**src/rtl/qspi_seq_pkg.sv**
```systemverilog
`timescale 1ns/1ps
// Shared types and helpers for the quad-lane flash read sequencer.
// Assumes lane widths are carried as log2 of the lane count (0,1,2).
package qspi_seq_pkg;

    typedef logic [1:0] lw_t;

    typedef enum logic [2:0] {
        PH_IDLE, PH_INST, PH_ADDR, PH_MODE, PH_DUMMY, PH_DATA
    } phase_e;

    typedef struct packed {
        logic [4:0] dummy;
        logic       mode_en;
        lw_t        w_data;
        lw_t        w_addr;
        lw_t        w_inst;
        logic [7:0] opcode;
    } rd_cfg_t;

    localparam logic [31:0] CFG_WMASK = 32'h1F13_33FF;
    localparam logic [31:0] CFG_RESET = 32'h0000_0003;

    // Map a raw width code to a lane exponent; code 3 falls back to one lane.
    function automatic lw_t norm_width(input logic [1:0] code);
        return (code == 2'd3) ? 2'd0 : code;
    endfunction

    // Output-enable pattern for the lanes that carry a given width.
    function automatic logic [3:0] lane_mask(input lw_t w);
        case (w)
            2'd0:    return 4'b0001;
            2'd1:    return 4'b0011;
            default: return 4'b1111;
        endcase
    endfunction

endpackage

```
**src/rtl/qspi_cfg_reg.sv**
```systemverilog
`timescale 1ns/1ps
// Read-command configuration word. Keeps only writable bits, so reserved
// bits read as zero. Also decodes the word into effective phase settings.
// Assumes a single-cycle write strobe.
module qspi_cfg_reg
    import qspi_seq_pkg::*;
(
    input  logic        clk,
    input  logic        rst_n,
    input  logic        we,
    input  logic [31:0] wdata,
    output logic [31:0] rdata,
    output rd_cfg_t     cfg
);

    logic [31:0] cfg_q;
    lw_t         wi;

    // Store the writable subset of each write.
    always_ff @(posedge clk) begin
        if (!rst_n)  cfg_q <= CFG_RESET;
        else if (we) cfg_q <= wdata & CFG_WMASK;
    end

    assign rdata = cfg_q;

    // Decode fields; a multi-lane instruction width overrides the others.
    always_comb begin
        wi          = norm_width(cfg_q[9:8]);
        cfg.opcode  = cfg_q[7:0];
        cfg.w_inst  = wi;
        cfg.w_addr  = (wi != 2'd0) ? wi : norm_width(cfg_q[13:12]);
        cfg.w_data  = (wi != 2'd0) ? wi : norm_width(cfg_q[17:16]);
        cfg.mode_en = cfg_q[20];
        cfg.dummy   = cfg_q[28:24];
    end

    AST_CFG_HOLD: assert property (@(posedge clk) disable iff (!rst_n)
        !we |=> $stable(rdata));

endmodule

```
**src/rtl/qspi_phase_seq.sv**
```systemverilog
`timescale 1ns/1ps
// Transaction sequencer: chip select, serial clock, phase counting and
// transmit lanes. Each serial beat is two system clocks (low, then high).
// Lanes change only when the serial clock falls. Settings are latched
// on start.
module qspi_phase_seq
    import qspi_seq_pkg::*;
#(
    parameter int ADDR_W    = 24,
    parameter int NUM_BYTES = 4
) (
    input  logic              clk,
    input  logic              rst_n,
    input  logic              start,
    input  logic [ADDR_W-1:0] start_addr,
    input  logic [7:0]        mode_byte,
    input  rd_cfg_t           cfg,
    output logic              cs_n,
    output logic              sclk,
    output logic              busy,
    output logic [3:0]        dq_out,
    output logic [3:0]        dq_oe,
    output logic              sample_en,
    output lw_t               data_w
);

    localparam int DATA_BITS = NUM_BYTES * 8;
    localparam int SR_W      = 8 + ADDR_W + 8;
    localparam int MAXB      = (DATA_BITS > ADDR_W) ? ((DATA_BITS > 32) ? DATA_BITS : 32)
                                                    : ((ADDR_W > 32) ? ADDR_W : 32);
    localparam int CNT_W     = $clog2(MAXB + 1);

    phase_e          st, nxt_st;
    logic            hi;
    logic [CNT_W-1:0] cnt, nxt_cnt;
    logic [SR_W-1:0] sr;
    lw_t             lw_inst, lw_addr, lw_data, w_cur;
    logic            l_mode_en;
    logic [4:0]      l_dummy;
    logic            last;

    // Width of the phase currently on the bus.
    always_comb begin
        case (st)
            PH_INST:          w_cur = lw_inst;
            PH_ADDR, PH_MODE: w_cur = lw_addr;
            default:          w_cur = lw_data;
        endcase
    end

    // Next phase and its beat count at the end of a beat.
    always_comb begin
        last    = (cnt == '0);
        nxt_st  = st;
        nxt_cnt = cnt - 1'b1;
        if (last) begin
            case (st)
                PH_INST: begin
                    nxt_st  = PH_ADDR;
                    nxt_cnt = CNT_W'((ADDR_W >> lw_addr) - 1);
                end
                PH_ADDR, PH_MODE: begin
                    if (st == PH_ADDR && l_mode_en) begin
                        nxt_st  = PH_MODE;
                        nxt_cnt = CNT_W'((8 >> lw_addr) - 1);
                    end else if (l_dummy != 5'd0) begin
                        nxt_st  = PH_DUMMY;
                        nxt_cnt = CNT_W'(l_dummy - 5'd1);
                    end else begin
                        nxt_st  = PH_DATA;
                        nxt_cnt = CNT_W'((DATA_BITS >> lw_data) - 1);
                    end
                end
                PH_DUMMY: begin
                    nxt_st  = PH_DATA;
                    nxt_cnt = CNT_W'((DATA_BITS >> lw_data) - 1);
                end
                default: begin
                    nxt_st  = PH_IDLE;
                    nxt_cnt = '0;
                end
            endcase
        end
    end

    // Main sequencer: accept start, toggle the clock, advance the phases.
    always_ff @(posedge clk) begin
        if (!rst_n) begin
            st <= PH_IDLE; hi <= 1'b0; sclk <= 1'b0; cs_n <= 1'b1;
            cnt <= '0; sr <= '0;
            lw_inst <= 2'd0; lw_addr <= 2'd0; lw_data <= 2'd0;
            l_mode_en <= 1'b0; l_dummy <= 5'd0;
        end else if (st == PH_IDLE) begin
            if (start) begin
                lw_inst   <= cfg.w_inst;
                lw_addr   <= cfg.w_addr;
                lw_data   <= cfg.w_data;
                l_mode_en <= cfg.mode_en;
                l_dummy   <= cfg.dummy;
                sr        <= {cfg.opcode, start_addr, mode_byte};
                cnt       <= CNT_W'((8 >> cfg.w_inst) - 1);
                st        <= PH_INST;
                cs_n      <= 1'b0;
                hi        <= 1'b0;
            end
        end else if (!hi) begin
            sclk <= 1'b1;
            hi   <= 1'b1;
        end else begin
            sclk <= 1'b0;
            hi   <= 1'b0;
            st   <= nxt_st;
            cnt  <= nxt_cnt;
            if (st == PH_INST || st == PH_ADDR || st == PH_MODE)
                sr <= sr << (1 << w_cur);
            if (st == PH_DATA && last)
                cs_n <= 1'b1;
        end
    end

    // Lane drive: command phases from the shift register, input phases idle.
    always_comb begin
        dq_out = 4'b0000;
        dq_oe  = 4'b0000;
        case (st)
            PH_INST, PH_ADDR, PH_MODE: begin
                dq_oe = lane_mask(w_cur);
                case (w_cur)
                    2'd0:    dq_out = {3'b000, sr[SR_W-1]};
                    2'd1:    dq_out = {2'b00, sr[SR_W-1 -: 2]};
                    default: dq_out = sr[SR_W-1 -: 4];
                endcase
            end
            PH_DUMMY, PH_DATA: dq_oe = (lw_data == 2'd0) ? 4'b0001 : 4'b0000;
            default: ;
        endcase
    end

    assign busy      = (st != PH_IDLE);
    assign sample_en = (st == PH_DATA) && !hi;
    assign data_w    = lw_data;

    AST_SCLK_LOW_UNSELECTED: assert property (@(posedge clk) disable iff (!rst_n)
        cs_n |-> !sclk);
    AST_BUSY_TRACKS_CS: assert property (@(posedge clk) disable iff (!rst_n)
        busy == !cs_n);
    AST_CS_FALL_CLOCK_LOW: assert property (@(posedge clk) disable iff (!rst_n)
        $fell(cs_n) |-> !sclk);
    AST_INPUT_LANES_FREE: assert property (@(posedge clk) disable iff (!rst_n)
        (st == PH_DATA || st == PH_DUMMY) |-> (dq_oe[3:1] == 3'b000 && dq_out == 4'b0000));

endmodule

```
**src/rtl/qspi_rx_pack.sv**
```systemverilog
`timescale 1ns/1ps
// Receive packer: collects 1, 2 or 4 bits per sample edge, MSB first,
// and emits each completed byte with a one-clock strobe. Assumes the byte
// count times eight is a multiple of the lane count.
module qspi_rx_pack
    import qspi_seq_pkg::*;
(
    input  logic       clk,
    input  logic       rst_n,
    input  logic       sample_en,
    input  lw_t        w,
    input  logic [3:0] dq_in,
    output logic [7:0] rd_data,
    output logic       rd_valid
);

    logic [7:0] acc, nxt;
    logic [3:0] fill, fill_nxt;

    // Merge the incoming lanes below the bits already held.
    always_comb begin
        case (w)
            2'd0:    nxt = {acc[6:0], dq_in[1]};
            2'd1:    nxt = {acc[5:0], dq_in[1:0]};
            default: nxt = {acc[3:0], dq_in};
        endcase
        fill_nxt = fill + (4'd1 << w);
    end

    // Accumulate and present complete bytes.
    always_ff @(posedge clk) begin
        if (!rst_n) begin
            acc <= 8'h00; fill <= 4'd0; rd_data <= 8'h00; rd_valid <= 1'b0;
        end else begin
            rd_valid <= 1'b0;
            if (sample_en) begin
                acc <= nxt;
                if (fill_nxt == 4'd8) begin
                    rd_data  <= nxt;
                    rd_valid <= 1'b1;
                    fill     <= 4'd0;
                end else begin
                    fill <= fill_nxt;
                end
            end
        end
    end

    AST_VALID_ONE_CLOCK: assert property (@(posedge clk) disable iff (!rst_n)
        rd_valid |=> !rd_valid);

endmodule

```
**src/rtl/qspi_read_seq.sv**
```systemverilog
`timescale 1ns/1ps
// Top of the quad-lane flash read sequencer: configuration word,
// transaction sequencer and receive packer. The serial clock is half
// the system clock, and a fixed NUM_BYTES bytes are read per start.
module qspi_read_seq
    import qspi_seq_pkg::*;
#(
    parameter int ADDR_W    = 24,
    parameter int NUM_BYTES = 4
) (
    input  logic              clk,
    input  logic              rst_n,
    input  logic              cfg_we,
    input  logic [31:0]       cfg_wdata,
    output logic [31:0]       cfg_rdata,
    input  logic              start,
    input  logic [ADDR_W-1:0] start_addr,
    input  logic [7:0]        mode_byte,
    output logic              busy,
    output logic              cs_n,
    output logic              sclk,
    output logic [3:0]        dq_out,
    output logic [3:0]        dq_oe,
    input  logic [3:0]        dq_in,
    output logic [7:0]        rd_data,
    output logic              rd_valid
);

    rd_cfg_t cfg;
    logic    sample_en;
    lw_t     data_w;

    qspi_cfg_reg u_cfg (
        .clk(clk), .rst_n(rst_n), .we(cfg_we), .wdata(cfg_wdata),
        .rdata(cfg_rdata), .cfg(cfg)
    );

    qspi_phase_seq #(.ADDR_W(ADDR_W), .NUM_BYTES(NUM_BYTES)) u_seq (
        .clk(clk), .rst_n(rst_n), .start(start), .start_addr(start_addr),
        .mode_byte(mode_byte), .cfg(cfg), .cs_n(cs_n), .sclk(sclk),
        .busy(busy), .dq_out(dq_out), .dq_oe(dq_oe),
        .sample_en(sample_en), .data_w(data_w)
    );

    qspi_rx_pack u_rx (
        .clk(clk), .rst_n(rst_n), .sample_en(sample_en), .w(data_w),
        .dq_in(dq_in), .rd_data(rd_data), .rd_valid(rd_valid)
    );

endmodule

```
**config.mk**
```make
export PLATFORM = sky130hd
export DESIGN_NAME = qspi_read_seq
export DESIGN_NICKNAME = d
export VERILOG_FILES = /design/src/rtl/qspi_seq_pkg.sv /design/src/rtl/qspi_cfg_reg.sv /design/src/rtl/qspi_phase_seq.sv /design/src/rtl/qspi_rx_pack.sv /design/src/rtl/qspi_read_seq.sv
export SDC_FILE = /design/constraint.sdc
export NUM_CORES = 1
export LEC_CHECK = 0
export ABC_AREA = 1
export BUFFER_PORTS_ARGS = -buffer_cell sky130_fd_sc_hd__buf_2
export CORE_ASPECT_RATIO = 1.5
export CORE_MARGIN = 2
export CORE_UTILIZATION = 49
export DETAILED_ROUTE_END_ITERATION = 8
export PLACE_DENSITY = 0.79
export RECOVER_POWER = 25
export SLEW_MARGIN = 0
export SYNTH_ARGS = -nofsm -noshare
export SYNTH_HDL_FRONTEND = slang
export SYNTH_SLANG_ARGS = --single-unit
```
**constraint.sdc**
```tcl
create_clock -name clk -period 7.93 [get_ports clk]
set_input_delay 0.3965 -clock clk [delete_from_list [all_inputs] [get_ports clk]]
set_output_delay 0.3965 -clock clk [all_outputs]
set_load 0.03 [all_outputs]
```
### Word level (Yosys, flattened, before mapping)

Index checks and enable logic that the tools add are counted.

| storage, ports and cells | value |
|---|---|
| output and inout port bits | 52 |
| register bits | 104 |
| word-level logic and storage cells | 107 |
| bits of input ports | 72 |

| operators by class | value |
|---|---|
| muxes and demuxes | 38 |
| shift-type cells | 7 |
| $add $sub $neg | 7 |
| equality and inequality tests | 12 |
| reductions and logical operators | 27 |

Operators by type and width:

| kind | number |
|---|---|
| 2-to-1 mux 40 bit | 4 |
| << shifter 40 x 32 -> 40 bit | 1 |
| 2-to-1 mux 6 bit | 6 |
| << shifter 1 x 2 -> 32 bit (first input constant) | 1 |
| case mux 4 bit (2 select lines) | 3 |
| subtractor 6 x 2 -> 6 bit (second input constant) | 4 |
| case mux 6 bit (3 select lines) | 1 |
| case mux 8 bit (2 select lines) | 1 |
| 2-to-1 mux 3 bit | 5 |
| right shift 4 x 2 -> 6 bit (first input constant) | 2 |
| 2-to-1 mux 2 bit | 5 |
| nonzero test 2 bit | 5 |
| 2-to-1 mux 1 bit | 9 |
| case mux 3 bit (3 select lines) | 1 |
| AND reduction 3 bit | 3 |
| 2-to-1 mux 4 bit | 2 |
| AND reduction 2 bit | 4 |
| == test 2 bit (second input constant) | 3 |
| == test 3 x 2 -> 1 bit (second input constant) | 2 |
| == test 3 bit (second input constant) | 2 |
| zero test 6 bit | 1 |
| right shift 5 x 2 -> 6 bit (first input constant) | 1 |
| right shift 6 x 2 -> 6 bit (first input constant) | 1 |
| subtractor 5 x 1 -> 6 bit (second input constant) | 1 |
| other kinds (17) | 23 |

### Depth between registers and ports, before layout

Gate-level depths: netlist of run 1.

| depth | value |
|---|---|
| depth in word-level cells | 8 |
| gate-level depth with buffers | 20 |
| gate-level depth less buffers | 14 |

### Modules after synthesis

Synthesis of run 1 repeated with hierarchy kept, for this count alone.

| unflattened totals | value |
|---|---|
| cell total of the unflattened synthesis | 1174 |
| area, all modules | 7415.9 um^2 |

By module, submodules not included:

| module | instances | cells an instance | seq. area each (um^2) | area each (um^2) |
|---|---|---|---|---|
| qspi_phase_seq | 1 | 850 | 1281.2 | 5165.0 |
| qspi_rx_pack | 1 | 156 | 400.4 | 1151.1 |
| qspi_cfg_reg | 1 | 168 | 400.4 | 1099.8 |

### Least setup slack after synthesis of run 1

Ideal clock, no wire load.

| path | value |
|---|---|
| path kind | register to output |
| start point | reg u_seq.st[0] |
| end point | out dq_oe[3] |
| arrival | 2.702 ns |
| buffers on the path | 5 |
| cell stages (with the launch flop) | 14 |
| setup slack | 4.831 ns |
| path through | dfxtp_1 -> buf_2 -> o21ai_2 -> nand2_1 -> nand2_1 -> buf_2 -> buf_2 -> inv_1 -> ha_1 -> clkbuf_1 -> nor2_1 -> inv_1 -> nor2_1 -> buf_4 |

| between the ends | value |
|---|---|
| longest elaborated chain between the ends | 6 |
| elaborated cells on any way between the ends | 13 |

RTL lines:

| item | RTL line | text |
|---|---|---|
| start: declaration | qspi_phase_seq.sv:33 | `phase_e st, nxt_st;` |
| start signal: assignment | qspi_phase_seq.sv:112 | `st <= nxt_st;` |
| == test 3 x 2 -> 1 bit | qspi_phase_seq.sv:44, qspi_phase_seq.sv:125 |  |
| OR reduction 2 bit | qspi_phase_seq.sv:44 | `case (st)` |
| case mux 2 bit (2 select lines) | qspi_phase_seq.sv:44 |  |
| == test 2 x 1 -> 1 bit / zero test 2 bit (equally long branches) | qspi_seq_pkg.sv:31 | `case (w)` |
| case mux 4 bit (2 select lines) | qspi_seq_pkg.sv:31 |  |
| case mux 4 bit (2 select lines) (*) | qspi_phase_seq.sv:125 | `case (st)` |
| end: declaration | qspi_read_seq.sv:23 | `output logic [3:0] dq_oe,` |

Mark *: on every way between the ends. The rest lies on a longest branch, timed or not.

### Worst setup path after layout of run 1

| path | value |
|---|---|
| start point | reg u_seq.st[1] |
| end point | out dq_out[0] |

| between the ends | value |
|---|---|
| longest elaborated chain between the ends | 6 |
| elaborated cells on any way between the ends | 10 |

RTL lines:

| item | RTL line | text |
|---|---|---|
| == test 3 x 2 -> 1 bit | qspi_phase_seq.sv:44, qspi_phase_seq.sv:125 |  |
| OR reduction 2 bit | qspi_phase_seq.sv:44 |  |
| case mux 2 bit (2 select lines) | qspi_phase_seq.sv:44 |  |
| == test 2 x 1 -> 1 bit / zero test 2 bit (equally long branches) | qspi_phase_seq.sv:128 | `case (w_cur)` |
| case mux 4 bit (2 select lines) | qspi_phase_seq.sv:128 |  |
| 2-to-1 mux 4 bit (*) | qspi_phase_seq.sv:125 |  |
| end: declaration | qspi_read_seq.sv:22 | `output logic [3:0] dq_out,` |

Marked as above.

==> results of run 1 <==
==> layout make-up <==
cell class | count | area, um2 | area share
repair buffers | 108 | 523 | 0.0687
well taps | 192 | 240 | 0.0315
flip-flops and latches | 104 | 2080 | 0.273
multi-input cells | 782 | 3960 | 0.520
clock inverters | 7 | 55.1 | 0.00723
clock buffers | 9 | 225 | 0.0296
inverters | 142 | 533 | 0.0700
==> worst max-delay path, cell delays in order (launching register included) <==
cell and delay, ns:
dfxtp_1 0.49, inv_1 0.11, nor2_1 0.37, nand2_1 0.10, nand2_1 0.10, nor2_2 0.03
buf_4 0.26, ha_1 0.25, buf_4 0.28, nor2_1 0.37, nand2_1 0.09, a31oi_1 0.31
buf_2 0.26
==> flip-flops by register name, indices dropped and copies added, names as in the netlist <==
register and cells:
u_seq.sr 40, u_cfg.rdata 20, u_rx.rd_data 8, u_rx.acc 7, u_seq.cnt 6, u_seq.l_dummy 5
u_rx.fill 4, u_seq.st 3, u_seq.data_w 2, u_seq.lw_addr 2, u_seq.lw_inst 2, u_rx.rd_valid 1
u_seq.cs_n 1, u_seq.hi 1, u_seq.l_mode_en 1, u_seq.sclk 1
==> Yosys cell counts (all sizes together) (2+ instances only) <==
master	number
o21ai	87
nor3	3
a221oi	3
buf	54
a21oi	137
nand3b	2
nand4	4
nor2	60
a31oi	5
o31ai	4
o221ai	3
dfxtp	104
o211ai	4
a211oi	3
xor2	4
clkinv	2
inv	140
ha	21
nand3	280
xnor2	4
nand2	141
clkbuf	41
==> metrics by stage <==
stage,cell area (um2),setup slack [ns],cells,hold WS [ns],utilization
final,7620,4.14,1344,0.248,0.544
after global routing,7620,3.93,1344,0.261,0.544
after CTS,7660,4.22,1344,0.241,0.547
after detailed placement,7380,4.53,1328,0.437,0.527
after global placement,7380,4.57,1328,0.432,0.527
after floorplan,7060,4.83,1123,0.430,-
==> path summary, 6_finish.rpt <==
path                                  end  slack (ns)
min           u_cfg.rdata[0]$_SDFFE_PN1P_        0.25
max                             dq_out[0]        4.14
min reg2reg  u_rx.rd_data[2]$_SDFFE_PN0P_        0.45
max reg2reg     u_seq.sr[23]$_SDFFE_PN0P_        4.43
==> placed cells by master, fill, tap and decap left out, types with 2 or more instances in the layout <==
cell       synthesis  final
xnor2_1            4      4
nand4_1            4      4
nand2_1          137    137
inv_1            137    137
conb_1             1     12
nor2_1            58     55
buf_4             27      9
nor3_1             3      3
a31oi_1            5      5
o211ai_1           4      4
ha_1              21     21
o221ai_1           3      3
a221oi_1           3      3
clkbuf_16          0      9
clkinv_2           0      2
xor2_1             4      4
nand2_2            4      4
dfxtp_1          104    104
clkinv_1           2      2
buf_2             17     67
nand3_1          280    280
clkbuf_1          40     32
o21ai_1            2      2
nor2_2             1      4
clkinv_4           0      2
a211oi_1           3      3
nand3b_1           2      2
o31ai_1            4      4
inv_2              3      3
o21ai_0           84     84
a21oi_1          137    137
==> report_power, final <==
part           leakage (nW)  total [mW]  switching, mW  internal [mW]
clock network         0.138       0.435          0.218          0.217
registers             0.856       0.759         0.0883          0.671
logic                  2.42        2.64           1.85          0.790
==> layer usage <==
metal	part of all wire	vias up	GRT usage
met5	0	-	0
met4	0.050	0	0.143
met3	0.068	66	0.0367
met2	0.51	350	0.486
met1	0.38	3469	0.311
li1	-	3777	-
==> logic make-up after synthesis <==
group                    Yosys count
buffers and inverters            237
flip-flops                       104
AND/OR/NAND/NOR                  492
adder cells (fa/ha/maj)           22
AO/OA/AOI/OAI                    248
other                              1
XOR/XNOR                           8
==> metrics.cfg, run 1 <==
[status]
status=finished clean

[critical_path]
r2r-start=u_seq.st[1]$_SDFFE_PN0P_
required_ns=7.53
path_max_fanout=43
r2r_cells=14
crit_path_start_kind=flop
end_kind=primary output
worstPathArrival_ns=3.39
criticalPathCategory=flop to primary output
cp-startpoint=u_seq.st[1]$_SDFFE_PN0P_

[timing]
setup_viol=0
fin_crit_ns=3.79
clock_skew_ns=0.0119
tns_ns=0
report.final.slew_viol_count=0
timing.fmax_ghz=0.264
hold_violations=0
post-route-period-util=0.478
rsz0062_at_grt=false
tightest_slew_ns=1.25
relSlewSlack=0.164

[flow_run]
drv_cap=0

[detailed_routing]
viasPerCell=5.70
drt-total-wl_mm=20.7
detail-route-antenna-nets=0
wl_per_cell_um=15.4
drt_iter0_drc=461
remaining_drc_errors=0
first_pass_iters=6
vias=7662

[cts]
clock_latency_ns=0.36
cts_resized=0
cts_buffer_depth=2
cts_buffers=9
clock-sinks=104
clkTransAtPathRegs_ns=0.07
htreeDepth=3
cts_setup_buffers=0
root_buffer=clkbuf_16
postCtsHoldBufs=0
cts_tree=yes

[final_layout]
drive_gt1_frac=0.0911
synthToLayoutAreaGrowth_pct=8.50
fill_cells=1458
fin_nets=1241
antenna_cells=0

[worst_hold_path]
worst_hold_startpoint=cfg_wdata[0]
whs_path_depth=3
min_path_type=input pin to flop

[synth]
synth.avg_cell_area_um2=6.31
synth_xor_area_frac=0.00998
post-synth-top-area-cell=dfxtp_1
synthCells=1112
synth_edf_count=0
netlist_area_mm2=0.00702
yosys_warnings=0
synth-compound-area-share=0.186
synthMuxAreaShare=0
seq_area_frac_synth=0.297
yosys_most_used_dff=dfxtp_1
ys_async_sr_fraction=0
synth-seq-cells=104
yosysUniqueCellTypes=38
synth_top_area_frac=0.297
synthTopCellsByArea=dfxtp_1, nand3_1, a21oi_1, inv_1, nand2_1
yosys.area_share.adder=0.0403
synthSimpleGateAreaFrac=0.320
synth_top_family_by_area=simple AND/OR/NAND/NOR gates

[grt]
grt_usage=0.273
grt_pass1_vias=7008
grt_pass1_wl_mm=33.3
grt_max_degree=69
grt_overflow=0
antenna_found_initial=0

[pwr]
power_density_mw_per_mm2=503
peakVddDrop_mv=0.350
power_mw=3.83
leakage_nw=3.42

[die]
core_region_area_mm2=0.0140
dieWidth_um=102
die_y_um=151
fp-row-count=53
die_area_mm2=0.0153
io_pins=124
start_util=0.502

[place]
hpwl_mm=14.7
io_buffers=99
gp_congestion=0.983

No activity file was read; power rests on OpenSTA's default activity.
==> run 2, diff against run 1 <==
--- a/config.mk
+++ b/config.mk
@@ -11,7 +11,7 @@
 export CORE_MARGIN = 2
 export CORE_UTILIZATION = 49
 export DETAILED_ROUTE_END_ITERATION = 8
-export PLACE_DENSITY = 0.79
+export PLACE_DENSITY = 0.82
 export RECOVER_POWER = 25
 export SLEW_MARGIN = 0
 export SYNTH_ARGS = -nofsm -noshare
==> constraint.sdc (replaced) <==
create_clock -name clk -period 3.1 [get_ports clk]
set_input_delay 0.155 -clock clk [delete_from_list [all_inputs] [get_ports clk]]
set_output_delay 0.155 -clock clk [all_outputs]
set_load 0.03 [all_outputs]
==> metrics.cfg, run 2 (synthesized netlist as in run 1, its figures left out) <==
[status]
status=finished clean

[final_layout]
final_common_cell=nand3_1
top_register=u_seq.sr
synthToLayoutAreaGrowth_pct=10.6
fin_nets=1255
largest_register_ff_count=40
final_cell_mix=nand3_1, inv_1, a21oi_1, nand2_1, dfxtp_1
antenna_cells=0
final_util=0.555
fill_cells=1401
drive_gt1_frac=0.102
stdcell_count=1358

[timing]
fin_crit_ns=2.91
relSlewSlack=0.479
post-route-period-util=0.939
report.final.slew_viol_count=0
holdWs_ns=0.0173
tns_ns=0
rsz0062_at_grt=false
hold_violations=0
setup_viol=0
timing.fmax_ghz=0.344
tightest_slew_ns=0.781
setup_ws_ns=0.190
clock_skew_ns=0.00958

[place]
dp.cells=1342
io_buffers=99
hpwl_mm=15.5
place_ws_ns=0.514
gp_congestion=0.938

[pwr]
p_seq_frac=0.192
p_int_mw=4.55
clockPowerShare=0.117
power_density_mw_per_mm2=1300
peakVddDrop_mv=0.893
p_sw_mw=5.56
power_frac_comb=0.691
leakage_nw=3.50
power.share.switching=0.550

[grt]
grt_pass1_wl_mm=34.1
grt_pass1_vias=7197
grt_max_degree=42
grt_usage=0.280
grt_overflow=0
antenna_found_initial=0

[worst_hold_path]
min_path_type=input pin to flop

[critical_path]
criticalPathCategory=flop to primary output
cp-startpoint=u_seq.st[1]$_SDFFE_PN0P_
required_ns=2.94
end_kind=primary output
crit_path_start_kind=flop
worstPathArrival_ns=2.76
regToRegSetupSlack_ns=0.44
r2r_end=u_seq.sr[25]$_SDFFE_PN0P_
r2r-start=u_seq.st[1]$_SDFFE_PN0P_
cp-endpoint=dq_out[0]
path_max_fanout=13
r2r_cells=16

[detailed_routing]
detail-route-antenna-nets=0
first_pass_iters=5
viasPerCell=5.65
remaining_drc_errors=0
drt-total-wl_mm=21.1
drt_iter0_drc=533
wl_per_cell_um=15.5
vias=7666

[cts]
cts_tree=yes
cts_buffer_depth=2
clock_latency_ns=0.35
clkTransAtPathRegs_ns=0.07
root_buffer=clkbuf_16
htreeDepth=3
cts_setup_buffers=0
clock-sinks=104
cts_buffers=9

[die]
dieWidth_um=102
die_area_mm2=0.0153
core_region_area_mm2=0.0140
die_y_um=151
start_util=0.502
fp-row-count=53
io_pins=124

[flow_run]
drv_cap=0

[run 2: critical path, stage by stage (launching register included)]
cell,delay (ns)
dfxtp_1,0.48
inv_1,0.12
nor2_1,0.12
buf_4,0.16
nand2_1,0.07
nand2_1,0.09
nor2_2,0.05
buf_4,0.18
ha_1,0.28
nor2_2,0.27
nand2_1,0.09
a31oi_1,0.26
buf_2,0.25
[run 2: cell type report]
cell class | count | area [um2] | area share
multi-input cells | 782 | 3960 | 0.510
clock buffers | 11 | 243 | 0.0313
clock inverters | 5 | 63.8 | 0.00822
well taps | 192 | 240 | 0.0309
inverters | 142 | 533 | 0.0687
flip-flops and latches | 104 | 2080 | 0.268
repair buffers | 122 | 641 | 0.0825
[run 2: layer usage]
metal  part of all wire  track usage  routed length, um
met5                  0            0                  0
met4              0.051        0.150               1070
met3              0.070       0.0404               1470
met2               0.51        0.499              10600
met1               0.37        0.315               7890
[run 2: metrics by stage]
| stage | power, mW | instance area (um2) |
|---|---|---|
| finish | 10.1 | 7760 |
| global route | 11.1 | 7760 |
| CTS | 10.0 | 7800 |
| detailed placement | 8.81 | 7490 |
| global placement | 8.73 | 7490 |
| floorplan | 7.31 | 7060 |
[run 2: power by group through the flow]
stage	clock [mW]	combinational, mW	sequential, mW
after global placement	0	6.78	1.95
after detailed placement	0	6.85	1.96
after floorplan	0	5.39	1.91
after global routing	1.25	7.90	1.98
final	1.19	6.99	1.94
after CTS	1.21	6.89	1.93
[run 2: what timing repair did]
item,in CTS,in global routing
gates resized for setup,0,1
hold buffers,0,0
setup endpoints to repair,0,6
[run 2: how the worst min path moves through the flow]
stage,endpoint,cells after the start,startpoint,slack [ns]
2_1_floorplan,u_cfg.rdata[0]$_SDFFE_PN1P_,2,cfg_wdata[0],0.28
3_3_place_gp,u_cfg.rdata[0]$_SDFFE_PN1P_,3,cfg_wdata[0],0.37
3_5_place_dp,u_cfg.rdata[0]$_SDFFE_PN1P_,3,cfg_wdata[0],0.37
4_1_cts,u_cfg.rdata[0]$_SDFFE_PN1P_,3,cfg_wdata[0],0.009
5_1_grt,u_cfg.rdata[1]$_SDFFE_PN1P_,3,cfg_wdata[1],0.03
6_report,u_cfg.rdata[0]$_SDFFE_PN1P_,3,cfg_wdata[0],0.02
==> run 3, diff against run 2 <==
--- a/config.mk
+++ b/config.mk
@@ -8,10 +8,9 @@
 export ABC_AREA = 1
 export BUFFER_PORTS_ARGS = -buffer_cell sky130_fd_sc_hd__buf_2
 export CORE_ASPECT_RATIO = 1.5
-export CORE_MARGIN = 2
 export CORE_UTILIZATION = 49
 export DETAILED_ROUTE_END_ITERATION = 8
-export PLACE_DENSITY = 0.82
+export PLACE_DENSITY = 0.75
 export RECOVER_POWER = 25
 export SLEW_MARGIN = 0
 export SYNTH_ARGS = -nofsm -noshare
==> metrics.cfg, run 3 (synthesized netlist as in run 1, its figures left out) <==
[pwr]
power_mw=10.2
p_seq_frac=0.191
p_sw_mw=5.56
leakage_nw=3.52
p_int_mw=4.62
power.share.switching=0.546
clockPowerShare=0.120
power_frac_comb=0.689
power_density_mw_per_mm2=1300
peakVddDrop_mv=0.713

[timing]
clock_skew_ns=0.0107
rsz0062_at_grt=false
timing.fmax_ghz=0.344
tns_ns=0
relSlewSlack=0.475
report.final.slew_viol_count=0
setup_viol=0
hold_violations=0
fin_crit_ns=2.91
setup_ws_ns=0.189
post-route-period-util=0.939
tightest_slew_ns=0.786

[critical_path]
worstPathArrival_ns=2.76
r2r_end=u_seq.sr[25]$_SDFFE_PN0P_
end_kind=primary output
r2r_cells=15
r2r-start=u_seq.st[1]$_SDFFE_PN0P_
regToRegSetupSlack_ns=0.52
required_ns=2.94
crit_path_start_kind=flop
path_max_fanout=29
criticalPathCategory=flop to primary output

[final_layout]
finalInstanceArea_mm2=0.00782
stdcell_count=1361
synthToLayoutAreaGrowth_pct=11.4
fill_cells=1452
fin_nets=1258
largest_register_ff_count=40
seq_area_mm2=0.00208
multi_input_area_mm2=0.00396
antenna_cells=0
final_cell_mix=nand3_1, inv_1, a21oi_1, nand2_1, dfxtp_1
top_register=u_seq.sr
drive_gt1_frac=0.105
final_common_cell=nand3_1

[detailed_routing]
remaining_drc_errors=0
drt_iter0_drc=402
vias=7657
first_pass_iters=5
viasPerCell=5.63
detail-route-antenna-nets=0
drt-total-wl_mm=20.5
wl_per_cell_um=15.1

[die]
die_y_um=149
io_pins=124
die_area_mm2=0.0148
dieWidth_um=99.7
start_util=0.502
fp-row-count=53
core_region_area_mm2=0.0140

[grt]
grt_max_degree=68
antenna_found_initial=0
gr-usage-met3=0.0414
grt_pass1_vias=7148
grt_overflow=0
grt_pass1_wl_mm=33.5
use_met1=0.311
grt.met2_usage=0.519
grt_usage=0.283
busiest_layer=met2

[worst_hold_path]
hold_path_end=u_cfg.rdata[27]$_SDFFE_PN0P_
worst_hold_startpoint=cfg_wdata[27]
whs_path_depth=3
min_path_type=input pin to flop

[place]
placed_area_mm2=0.00752
gp_congestion=0.956
hpwl_mm=15.2
dp.cells=1344
io_buffers=99
place_ws_ns=0.471

[flow_run]
drv_cap=0

[cts]
htreeDepth=3
cts_tree=yes
clock-sinks=104
clkTransAtPathRegs_ns=0.08
cts_setup_buffers=0
root_buffer=clkbuf_16
cts_buffer_depth=2
cts_buffers=9
clock_latency_ns=0.36

[status]
status=finished clean

==> run 3: worst max-delay path, cell delays in order (launching register included) <==
cell and delay (ns):
dfxtp_1 0.49, nor2_2 0.08, buf_4 0.18, nor2_1 0.09
nor2_1 0.05, nor2_2 0.21, ha_1 0.25, buf_6 0.26
nor2_2 0.12, inv_1 0.10, nand3_1 0.08, a31oi_1 0.23
buf_2 0.26
==> run 3: metal layers <==
metal,share of wire,routed length (um)
met1,0.38,7780
met2,0.52,10700
met3,0.057,1180
met4,0.044,911
met5,0,0
==> run 3: area by class of cell <==
type / count / share of cell area
Timing Repair Buffer: 125 / 0.0877
Clock inverter: 7 / 0.0117
Multi-Input combinational cell: 782 / 0.507
Inverter: 142 / 0.0682
Sequential cell: 104 / 0.266
Tap cell: 192 / 0.0307
Clock buffer: 9 / 0.0288
==> run 3: worst max-delay path by stage <==
| stage | from | end | slack (ns) | cells past startpoint |
|---|---|---|---|---|
| after floorplan | u_seq.st[0]$_SDFFE_PN0P_ | dq_oe[3] | 0.24 | 13 |
| after global placement | u_seq.st[0]$_SDFFE_PN0P_ | dq_out[0] | 0.48 | 10 |
| after detailed placement | u_seq.st[2]$_SDFFE_PN0P_ | dq_out[0] | 0.47 | 11 |
| after CTS | u_seq.st[2]$_SDFFE_PN0P_ | dq_out[0] | 0.08 | 11 |
| after global routing | u_seq.st[0]$_SDFFE_PN0P_ | dq_out[0] | 0.02 | 12 |
| final | u_seq.st[0]$_SDFFE_PN0P_ | dq_out[0] | 0.19 | 12 |
==> run 3: metrics by stage <==
step | hold WS [ns] | util
6_report | 0.0143 | 0.559
5_1_grt | 0.0191 | 0.559
4_1_cts | 0.0115 | 0.561
3_5_place_dp | 0.369 | 0.538
3_3_place_gp | 0.368 | 0.538
2_1_floorplan | 0.277 | -
==> run 3: power by group through the flow <==
stage	sequential, mW	clock, mW	combinational, mW
global placement	1.95	0	6.80
CTS	1.94	1.24	6.92
floorplan	1.91	0	5.39
global route	1.98	1.29	7.91
detailed placement	1.96	0	6.88
finish	1.94	1.23	7.01
==> run 3: repair_timing <==
action                                  in CTS  in global routing
endpoints found under the setup margin       0                  4
hold buffers                                 1                  0
endpoints found under the hold margin        1                  0
gates resized for setup                      0                  4
